### config.mk
export PLATFORM = sky130hd
export DESIGN_NAME = dma_bus_arbiter
export DESIGN_NICKNAME = d
export VERILOG_FILES = /design/src/rtl/dma_arb_pkg.sv /design/src/rtl/dma_arb_datapath.sv /design/src/rtl/dma_arb_ctrl.sv /design/src/rtl/dma_bus_arbiter.sv
export SDC_FILE = /design/constraint.sdc
export NUM_CORES = 1
export LEC_CHECK = 0
export ABC_AREA = 1
export BUFFER_PORTS_ARGS = -buffer_cell sky130_fd_sc_hd__buf_2
export CORE_AREA = 2 2 39 41
export DETAILED_ROUTE_END_ITERATION = 8
export DIE_AREA = 0 0 41 43
export MAX_ROUTING_LAYER = met4
export PLACE_DENSITY_LB_ADDON = 0.12
export SYNTH_ARGS = -nofsm -noshare
export SYNTH_HDL_FRONTEND = slang
export SYNTH_HIERARCHICAL = 1
export SYNTH_SLANG_ARGS = --single-unit
### constraint.sdc
create_clock -name clk -period 1.4 [get_ports clk]
set_clock_uncertainty 0.15 [all_clocks]
set_input_delay 0.28 -clock clk [delete_from_list [all_inputs] [get_ports clk]]
set_output_delay 0.28 -clock clk [all_outputs]
set_load 0.01 [all_outputs]
### src/rtl/dma_arb_pkg.sv
package dma_arb_pkg;

  // Strobes from control to datapath.
  typedef struct packed {
    logic markServed;  // owning channel finished a unit this cycle
    logic sampleMode;  // this cycle is an arbitration point
  } arbStrobe_t;

endpackage

### src/rtl/dma_arb_datapath.sv
module dma_arb_datapath
  import dma_arb_pkg::*;
#(
  parameter int NUM_CH = 2,
  parameter int IDX_W  = (NUM_CH > 1) ? $clog2(NUM_CH) : 1
) (
  input  logic              clk,
  input  logic              rstN,
  input  logic [NUM_CH-1:0] chReq,
  input  logic [NUM_CH-1:0] chBurst,
  input  logic              roundRobin,
  input  arbStrobe_t        strobe,
  input  logic [IDX_W-1:0]  servedIdx,
  output logic              winnerValid,
  output logic [IDX_W-1:0]  winnerIdx,
  output logic              modeErr
);

  localparam logic [IDX_W-1:0] LAST_IDX = IDX_W'(NUM_CH - 1);

  logic [IDX_W-1:0] lastServed;
  logic             mixedReq;
  logic             rotateEn;
  logic [IDX_W-1:0] fixedIdx;
  logic [IDX_W-1:0] rotIdx;
  logic             fixedHit;
  logic             rotHit;

  // Burst and cycle-steal requesters competing at once.
  assign mixedReq = (|(chReq & chBurst)) && (|(chReq & ~chBurst));
  assign rotateEn = roundRobin && !mixedReq;

  // Fixed order: lowest index wins.
  always_comb begin
    fixedHit = 1'b0;
    fixedIdx = '0;
    for (int i = NUM_CH - 1; i >= 0; i--) begin
      if (chReq[i]) begin
        fixedHit = 1'b1;
        fixedIdx = IDX_W'(i);
      end
    end
  end

  // Rotating order: search starts just after the channel served last.
  always_comb begin
    rotHit = 1'b0;
    rotIdx = '0;
    for (int off = NUM_CH; off >= 1; off--) begin
      int cand;
      cand = int'(lastServed) + off;
      if (cand >= NUM_CH) cand = cand - NUM_CH;
      if (chReq[cand]) begin
        rotHit = 1'b1;
        rotIdx = IDX_W'(cand);
      end
    end
  end

  assign winnerValid = rotateEn ? rotHit : fixedHit;
  assign winnerIdx   = rotateEn ? rotIdx : fixedIdx;

  always_ff @(posedge clk or negedge rstN) begin
    if (!rstN) begin
      lastServed <= LAST_IDX;
      modeErr    <= 1'b0;
    end else begin
      if (strobe.markServed) lastServed <= servedIdx;
      if (strobe.sampleMode) modeErr <= roundRobin && mixedReq;
    end
  end

  // A winner always names a requesting channel.
  AST_WINNER_REQ: assert property (@(posedge clk) disable iff (!rstN)
    winnerValid |-> chReq[winnerIdx]);

  // Under rotation without conflict, the last served channel loses to another requester.
  AST_ROTATE_AWAY: assert property (@(posedge clk) disable iff (!rstN)
    (rotateEn && winnerValid && ($countones(chReq) > 1)) |-> (winnerIdx != lastServed));

endmodule

### src/rtl/dma_arb_ctrl.sv
module dma_arb_ctrl
  import dma_arb_pkg::*;
#(
  parameter int NUM_CH = 2,
  parameter int IDX_W  = (NUM_CH > 1) ? $clog2(NUM_CH) : 1
) (
  input  logic              clk,
  input  logic              rstN,
  input  logic [NUM_CH-1:0] chReq,
  input  logic [NUM_CH-1:0] chBurst,
  input  logic [NUM_CH-1:0] unitDone,
  input  logic              winnerValid,
  input  logic [IDX_W-1:0]  winnerIdx,
  output logic [NUM_CH:0]   grantVec,   // bit 0 CPU, bit i+1 channel i
  output logic              unitGo,
  output arbStrobe_t        strobe,
  output logic [IDX_W-1:0]  ownerIdx
);

  localparam logic [NUM_CH:0] CPU_OWNS = (NUM_CH + 1)'(1);

  logic [NUM_CH-1:0] ownerCh;
  logic              ownerDone;
  logic              ownerKeeps;
  logic [NUM_CH:0]   grantNext;
  logic              goNext;

  assign ownerCh    = grantVec[NUM_CH:1];
  assign ownerDone  = |(unitDone & ownerCh);
  assign ownerKeeps = |(ownerCh & chBurst & chReq);

  always_comb begin
    ownerIdx = '0;
    for (int i = 0; i < NUM_CH; i++) begin
      if (ownerCh[i]) ownerIdx = IDX_W'(i);
    end
  end

  always_comb begin
    grantNext         = grantVec;
    goNext            = 1'b0;
    strobe.markServed = 1'b0;
    strobe.sampleMode = 1'b0;
    if (grantVec[0]) begin
      strobe.sampleMode = 1'b1;
      if (winnerValid) begin
        grantNext = '0;
        grantNext[int'(winnerIdx) + 1] = 1'b1;
        goNext = 1'b1;
      end
    end else if (ownerDone) begin
      strobe.markServed = 1'b1;
      if (ownerKeeps) begin
        goNext = 1'b1;
      end else begin
        grantNext = CPU_OWNS;
      end
    end
  end

  always_ff @(posedge clk or negedge rstN) begin
    if (!rstN) begin
      grantVec <= CPU_OWNS;
      unitGo   <= 1'b0;
    end else begin
      grantVec <= grantNext;
      unitGo   <= goNext;
    end
  end

  AST_ONE_OWNER: assert property (@(posedge clk) disable iff (!rstN)
    $onehot(grantVec));

  AST_NO_PREEMPT: assert property (@(posedge clk) disable iff (!rstN)
    (!grantVec[0] && !ownerDone) |=> $stable(grantVec));

  AST_BURST_RUN: assert property (@(posedge clk) disable iff (!rstN)
    (ownerDone && ownerKeeps) |=> ($stable(grantVec) && unitGo));

  AST_STEAL_RETURN: assert property (@(posedge clk) disable iff (!rstN)
    (|(unitDone & ownerCh & ~chBurst)) |=> grantVec[0]);

  AST_DROP_RETURN: assert property (@(posedge clk) disable iff (!rstN)
    (|(unitDone & ownerCh & ~chReq)) |=> grantVec[0]);

  AST_GO_CHANNEL: assert property (@(posedge clk) disable iff (!rstN)
    unitGo |-> !grantVec[0]);

  AST_IDLE_CPU: assert property (@(posedge clk) disable iff (!rstN)
    (grantVec[0] && !(|chReq)) |=> grantVec[0]);

endmodule

### src/rtl/dma_bus_arbiter.sv
module dma_bus_arbiter
  import dma_arb_pkg::*;
#(
  parameter int NUM_CH = 2
) (
  input  logic              clk,
  input  logic              rstN,
  input  logic              roundRobin,
  input  logic [NUM_CH-1:0] chReq,
  input  logic [NUM_CH-1:0] chBurst,
  input  logic [NUM_CH-1:0] unitDone,
  output logic              grantCpu,
  output logic [NUM_CH-1:0] grantCh,
  output logic              unitGo,
  output logic              modeErr
);

  localparam int IDX_W = (NUM_CH > 1) ? $clog2(NUM_CH) : 1;

  arbStrobe_t       strobe;
  logic             winnerValid;
  logic [IDX_W-1:0] winnerIdx;
  logic [IDX_W-1:0] ownerIdx;
  logic [NUM_CH:0]  grantVec;

  dma_arb_ctrl #(.NUM_CH(NUM_CH), .IDX_W(IDX_W)) u_ctrl (
    .clk         (clk),
    .rstN        (rstN),
    .chReq       (chReq),
    .chBurst     (chBurst),
    .unitDone    (unitDone),
    .winnerValid (winnerValid),
    .winnerIdx   (winnerIdx),
    .grantVec    (grantVec),
    .unitGo      (unitGo),
    .strobe      (strobe),
    .ownerIdx    (ownerIdx)
  );

  dma_arb_datapath #(.NUM_CH(NUM_CH), .IDX_W(IDX_W)) u_dp (
    .clk         (clk),
    .rstN        (rstN),
    .chReq       (chReq),
    .chBurst     (chBurst),
    .roundRobin  (roundRobin),
    .strobe      (strobe),
    .servedIdx   (ownerIdx),
    .winnerValid (winnerValid),
    .winnerIdx   (winnerIdx),
    .modeErr     (modeErr)
  );

  assign grantCpu = grantVec[0];
  assign grantCh  = grantVec[NUM_CH:1];

  AST_FIXED_CH0: assert property (@(posedge clk) disable iff (!rstN)
    (grantCpu && chReq[0] && !roundRobin) |=> grantCh[0]);

endmodule

==> Word level (Yosys, flattened, before mapping) <==
Cells that the tools add are included.
{ "word_totals": {"regBits": 6, "output_inout_bits": 5, "wordCells": 66} }
{ "classes": {"addsub": 5, "n_lt_le_gt_ge": 6, "n_eq_ne": 2, "muxes": 31, "bitwise_logic": 6, "n_reduce_logical": 11} }
{ "ops": {"columns": ["cell", "n"], "rows": [
  [">= comparator 32 x 3 -> 1 bit, second input constant", 2],
  ["less-than comparator 32 x 3 -> 1 bit, second input constant", 2],
  ["2-to-1 mux 32 bit", 2],
  ["subtractor 32 x 3 -> 32 bit, second input constant", 2],
  [">= comparator 32 x 1 -> 1 bit, second input constant", 1],
  ["less-than comparator 32 x 4 -> 1 bit, second input constant", 1],
  ["2-to-1 mux 1 bit", 24],
  ["2-to-1 mux 3 bit", 4],
  ["AND 2 bit", 5],
  ["OR reduction 2 bit", 4],
  ["adder 1 x 1 -> 2 bit, second input constant", 2],
  ["logical AND 1 bit", 4],
  ["inequality test 2 x 1 -> 1 bit, second input constant", 2],
  ["adder 1 x 2 -> 3 bit, second input constant", 1],
  ["AND reduction 3 bit", 1],
  ["demux 1 bit (select 2 bit)", 1],
  ["NOT 2 bit", 1],
  ["nonzero test 2 bit", 1],
  ["zero test 1 bit", 1]
]} }

==> Logic depth before layout (Yosys ltp) <==
Gate-level depths: netlist of run 1.
{ "depth": {"ltp_word": 16, "depth_mapped": 7} }

==> Modules after synthesis <==
The synthesis of run 1 kept the hierarchy.
{ "modules_own_cells": {"columns": ["module", "instances", "cells_each", "area_each_um2", "seq_area_each_um2"], "rows": [
  ["dma_arb_ctrl", 1, 29, 215.2, 101.3],
  ["dma_arb_datapath", 1, 28, 155.1, 51.3]
]} }

==> Worst setup path before layout of run 1 <==
OpenSTA, ideal clock, no wires.
{ "synth_timing": {"path_type": "reg-to-reg", "start": "register u_ctrl.grantVec[0]", "end": "register u_ctrl.grantVec[2]", "setup_time_ns": 0.065, "t_arrival_ns": 0.989, "required_time_ns": 1.185, "path_slack_ns": 0.196, "path_stages_with_launch": 6, "period_less_slack_ns": 1.204, "path_cell_list": "dfstp_2 inv_2 or2_1 nand3_1 nand2_1 nand2_1"} }
{ "synth_via": {"elab_chain_cells": 2} }
{ "synth_lines": {"columns": ["element", "line_no", "rtl"], "rows": [
  ["from (decl)", "dma_arb_ctrl.sv:14", "output logic [NUM_CH:0] grantVec,"],
  ["from (signal assigned)", "dma_arb_ctrl.sv:66", "grantVec <= grantNext;"],
  ["inequality test 2 x 1 -> 1 bit (no line) or nonzero test 2 bit (tied branches)", null, null],
  ["AND reduction 3 bit (no line)", null, null]
]} }
Several ways; a longest one is shown, not always the timed one.
A chain may end at the register's enable or synchronous reset.

==> Final worst setup path of run 1 <==
{ "layout_timing": {"start": "register u_ctrl.grantVec[0]", "end": "output port grantCpu"} }
{ "layout_rtl": {"columns": ["element", "line_no", "rtl"], "rows": [
  ["to (decl)", "dma_bus_arbiter.sv:12", "output logic grantCpu,"]
]} }
No word-level cell between the ends.

==> reports/results.tsv, run 1 <==
metric	value	unit
worst-path-buf-inv	1	
clockBufferDepth	2	
tightest_slew	0.191	ns
grt_pass1_vias	333	
multi_input_area	176	um2
fin_ws	0.0450	ns
ys_seq_area_frac	0.412	
tns	0	ns
vias	372	
clkLatencyLatePin	0.24	ns
register_area	153	um2
clock_sinks	6	
crit_path_start_kind	flop	
via_per_inst	4.18	
required	0.97	ns
row_count	14	
firstDrtPassIters	1	
ant_nets	0	
synth_fp_nets	66	
cts-root-buf	clkbuf_4	
cts_htree_levels	1	
maxSlewHeadroom	0.871	
final_cell_area	480	um2
drt_iter0_drc	0	
arrival	0.92	ns
rsz0062_at_grt	yes	
criticalPathCategory	flop to output port	
ys_types	11	
place_area	440	um2
syn_area_per_cell	6.50	um2
io_buffers	13	
grt_max_degree	7	
power.total	0.732	mW
layout-drive-gt1-share	0.274	
overflow	0	
core	1380	um2
floorplan.initialDensity	0.268	
ir_drop	563	uV
clkTransAtPathRegs	0.04	ns
status	complete, no violations	
globalRouteTotalUtil	0.119	
fmax	738	MHz
grt_pass1_wl	1.32	mm
fill_cells	156	
dp_slack	0.0830	ns
hpwl	644	um
layout.nets	84	
final_common_cell	nand2_1	
syn_to_final_growth	29.7	%
cp_cell_sequence	buf_2	
die_x	41	um
yosysWarnings	6	
endpoint_kind	output port	
powerDensity	1520	nW/um2
maxSlewViolCount	0	
fin_util	0.347	
drc	0	
finalCritPeriodShare	0.968	
cts_inserted_buffers	3	
routedWlPerCell	9.18	um
path_max_fanout	4	
syn_area	370	um2
cellLeakagePower	0.291	nW
met2WireLength	393	um
postRouteWirelength	817	um
setup_viol	0	
route.met3.wl	45	um
insertedDiodeCount	0	
mostFrequentLayoutCells	nand2_1 (26), buf_2 (13), nand3_1 (7)	
drv_cap	0	
dieArea	1760	um2
antenna_found_initial	0	
yosys_register_bits	6	
crit_slowest_cell	dfstp_2	
min_path_type	primary input to flop	
synthCells	57	
gp_congestion	0.716	
io_pins	14	
cts_tree	yes	
fin_crit	1.35	ns
cpPeakStageDelay	0.55	ns
hold_viol	0	
die_height	43	um
m1WireLength	378	um
top_layer	met3	
path_delay_family	flip-flops	
## synth_stat cells
cell type,number,share of area
o22ai_1,1,0.017
inv_2,1,0.010
inv_1,6,0.061
nand3_1,7,0.095
or2_1,2,0.034
buf_4,2,0.041
dfstp_2,2,0.14
o21ai_0,2,0.027
nor2_1,4,0.041
nand2_1,26,0.26
dfrtp_1,4,0.27
## cells by family after synthesis
logic type      Yosys count  synth area share
buf+inv                   9             0.111
simple gates             39             0.432
flops                     6             0.412
compound gates            3            0.0439
## where the power goes
group | switching (mW) | internal (mW) | leakage, nW
Combinational | 0.163 | 0.118 | 0.203
Clock | 0.0615 | 0.0969 | 0.0138
Sequential | 0.0420 | 0.250 | 0.0739
## worst paths after layout
path / startpoint / end / slack [ns] / cells after the start
max: u_ctrl/grantVec[0]$_DFF_PN1_ / grantCpu / 0.05 / 1
min: roundRobin / u_dp/modeErr$_DFFE_PN0P_ / 0.22 / 5
max reg2reg: u_ctrl/grantVec[0]$_DFF_PN1_ / u_ctrl/grantVec[2]$_DFFE_PN0P_ / 0.06 / 6
min reg2reg: u_dp/modeErr$_DFFE_PN0P_ / u_dp/modeErr$_DFFE_PN0P_ / 0.32 / 2
max in group asynchronous: rstN / u_dp/lastServed$_DFFE_PN1P_ / 0.64 / 2
min in group asynchronous: rstN / u_ctrl/unitGo$_DFF_PN0_ / 0.24 / 2
## sequential cells by signal, indices dropped and copies added (netlist names)
name and count:
u_ctrl/grantVec 3, u_dp/modeErr 1, u_ctrl/unitGo 1, u_dp/lastServed 1
## through the flow
| step | hold slack (ns) | instances |
|---|---|---|
| 4_1_cts | 0.220 | 89 |
| 3_3_place_gp | -0.0377 | 84 |
| 3_5_place_dp | -0.0414 | 84 |
| 5_1_grt | 0.246 | 89 |
| 6_report | 0.222 | 89 |
| 2_1_floorplan | -0.166 | 57 |
## layer usage
layer,vias to the layer above,global-route usage
met5,-,-
met4,0,0.0400
met3,0,0.0628
met2,7,0.163
met1,156,0.146
li1,209,-
## final cells by class
class | count | share of cell area
inverters | 7 | 0.0547
repair buffers | 15 | 0.172
multi-input cells | 42 | 0.367
clock buffers | 3 | 0.0469
flip-flops and latches | 6 | 0.318
well taps | 16 | 0.0417
## timing repair
item	CTS	global route
buffers inserted	1	0
hold endpoints to repair	6	0
setup endpoints to repair	1	2
gates resized for setup	0	0
hold buffers	1	0
No activity file was read; power rests on OpenSTA's default activity.
==> inputs of run 2 (changes only) <==
- ABC_AREA: 1 -> 0
==> run 2 against run 1 <==
Register-to-register slack barely moved. Via count shrank 19%. Clock power increased by 13%. Clock-buffer cell count is 1 higher. Sequential share of layout area grew 1.2 points. Combinational power increased by 42%. Sequential cell count stayed put. Final cell count decreased by 25%. Global-route usage increased by 1.3 points. Critical endpoint unchanged.
==> reports/results.tsv, run 2 <==
metric	value	unit	change
ys.flop_type	dfrtp_1		unchanged
syn_area	327	um2	was 370 um2
synthCells	31		was 57
power.internal	0.591	mW	was 0.465 mW
pwr-share-comb	0.445		was 0.384
setup_viol	0		unchanged
io_pins	14		unchanged
synth_fp_nets	40		was 66
cts_tree	yes		unchanged
syn_to_final_growth	41.8	%	was 29.7%
syn_area_per_cell	10.5	um2	was 6.50 um2
tightest_slew	0.206	ns	was 0.191 ns
arrival	0.91	ns	was 0.92 ns
switchingPower	0.304	mW	was 0.267 mW
drt_iter0_drc	7		was 0
antenna_found_initial	0		unchanged
cp.depth	1		unchanged
min_path_type	primary input to async pin		was primary input to flop
overflow	0		unchanged
seq_power_share	0.355		was 0.399
die_height	43	um	unchanged
ys_types	19		was 11
synth_most_common_cell	dfrtp_1		was nand2_1
tns	0	ns	unchanged
synth_area_leaders	dfrtp_1 (31%), dfstp_2 (16%), a22o_1 (5.4%)		was dfrtp_1 (27%), nand2_1 (26%), dfstp_2 (14%)
core	1380	um2	unchanged
clkTransAtPathRegs	0.05	ns	was 0.04 ns
io_buffers	13		unchanged
cts-root-buf	clkbuf_4		unchanged
powerDensity	1930	nW/um2	was 1520 nW/um2
ys_seq_area_frac	0.467		was 0.412
clockPowerShare	0.200		was 0.216
maxSlewHeadroom	0.861		was 0.871
ys_top_cells_by_count	dfrtp_1 (4), inv_1 (3), nand2_1 (3)		was nand2_1 (26), nand3_1 (7), inv_1 (6)
layout.nets	61		was 84
worst-path-buf-inv	1		unchanged
cts_resized	0		unchanged
path_max_fanout	3		was 4
criticalPathCategory	flop to output port		unchanged
ys_async_sr_fraction	1.00		unchanged
ir_drop	676	uV	was 563 uV
fin_crit	1.34	ns	was 1.35 ns
hold_viol	0		unchanged
grt_pass1_wl	1.45	mm	was 1.32 mm
rsz0062_at_grt	no		was yes
vias	303		was 372
cpPeakStageDelay	0.53	ns	was 0.55 ns
gp_congestion	0.722		was 0.716
crit_path_start	u_ctrl/grantVec[0]$_DFF_PN1_		unchanged
die_x	41	um	unchanged
switching_share	0.340		was 0.364
r2r_end	u_dp/lastServed$_DFFE_PN1P_		was u_ctrl/grantVec[2]$_DFFE_PN0P_
insertedDiodeCount	0		unchanged
reg2reg_from	u_ctrl/grantVec[2]$_DFFE_PN0P_		was u_ctrl/grantVec[0]$_DFF_PN1_
via_per_inst	4.52		was 4.18
clock_sinks	6		unchanged
power.total	0.895	mW	was 0.732 mW
reg2regPathDepth	3		was 6
cts_inserted_buffers	3		unchanged
grt_pass1_vias	335		was 333
crit_end	grantCpu		unchanged
layout-drive-gt1-share	0.529		was 0.274
finalCritPeriodShare	0.954		was 0.968
row_count	14		unchanged
rrSetupSlack	0.07	ns	was 0.06 ns
maxSlewViolCount	0		unchanged
grt_max_degree	7		unchanged
clockBufferDepth	2		unchanged
required	0.97	ns	about the same
synth_top_area_share	0.307		was 0.270
routedWlPerCell	12.3	um	was 9.18 um
path_delay_family	flip-flops		unchanged
cellLeakagePower	0.241	nW	was 0.291 nW
ant_nets	0		unchanged
fin_util	0.335		was 0.347
status	complete, no violations		unchanged
clkLatencyLatePin	0.25	ns	was 0.24 ns
globalRouteTotalUtil	0.131		was 0.119
crit_slowest_cell	dfstp_2		unchanged
hpwl	618	um	was 644 um
fmax	749	MHz	was 738 MHz
dieArea	1760	um2	unchanged
drv_cap	0		unchanged
floorplan.initialDensity	0.236		was 0.268
mostFrequentLayoutCells	buf_2 (13), buf_4 (4), dfrtp_1 (4)		was nand2_1 (26), buf_2 (13), nand3_1 (7)
final_common_cell	buf_2		was nand2_1
firstDrtPassIters	3		was 1
cp_cell_sequence	buf_2		unchanged
yosysWarnings	6		unchanged
yosysTopAreaCell	dfrtp_1		unchanged
drc	0		unchanged
largest_reg_flops	3		unchanged
largest-register	u_ctrl/grantVec		unchanged
cts_htree_levels	1		unchanged
synth_edf_count	0		unchanged
endpoint_kind	output port		unchanged
postRouteWirelength	821	um	was 817 um
crit_path_start_kind	flop		unchanged
yosys_register_bits	6		unchanged
run 2: area by class of cell:
cell class | instances | area (um2)
timing repair buffer | 18 | 105
sequential | 6 | 153
inverter | 3 | 11.3
clock buffer | 4 | 26.3
tap | 16 | 20.0
multi-input combinational | 20 | 148
fill | 159 | 921
run 2: worst min-delay path by stage:
stage / cells past startpoint / startpoint / to / slack (ns)
2_1_floorplan: 0 / rstN / u_ctrl/grantVec[1]$_DFFE_PN0P_ / -0.17
3_3_place_gp: 1 / rstN / u_dp/modeErr$_DFFE_PN0P_ / -0.03
3_5_place_dp: 1 / rstN / u_ctrl/unitGo$_DFF_PN0_ / -0.03
4_1_cts: 2 / rstN / u_dp/modeErr$_DFFE_PN0P_ / 0.23
5_1_grt: 2 / rstN / u_dp/modeErr$_DFFE_PN0P_ / 0.24
6_report: 2 / rstN / u_ctrl/grantVec[1]$_DFFE_PN0P_ / 0.23
run 2: kinds of logic (layout without fill, tap and decap cells):
kind of cell,after synthesis,after routing,share of synthesized area
XOR/XNOR,1,1,0.0268
flip-flops,6,6,0.467
AO/OA/AOI/OAI,7,7,0.203
multiplexers,1,1,0.0345
buffers and inverters,5,25,0.0804
AND/OR/NAND/NOR,11,11,0.188
run 2: repair_timing:
item	in CTS	in global routing
setup endpoints to repair	1	0
hold buffers	1	0
hold endpoints to repair	6	0
buffers inserted	2	0
run 2: stage by stage:
stage	instances	hold WS (ns)	cell area (um2)	worst slack (ns)
2_1_floorplan	31	-0.166	327	0.100
3_3_place_gp	60	-0.0339	412	0.0378
3_5_place_dp	60	-0.0324	412	0.0383
4_1_cts	67	0.234	463	0.0540
5_1_grt	67	0.238	463	0.0244
6_report	67	0.231	463	0.0648
run 2: power by group through the flow:
stage	clock (mW)	sequential (mW)	combinational, mW
final	0.179	0.318	0.398
after global routing	0.207	0.332	0.442
after CTS	0.190	0.319	0.403
after detailed placement	0	0.340	0.339
after global placement	0	0.336	0.336
after floorplan	0	0.344	0.215
run 2: routing by layer:
layer | track usage | share of wire | up-vias
met4 | 0.0800 | 0 | 0
met1 | 0.156 | 0.43 | 140
met5 | - | 0 | -
li1 | - | - | 149
met3 | 0.0471 | 0.095 | 0
met2 | 0.181 | 0.47 | 14
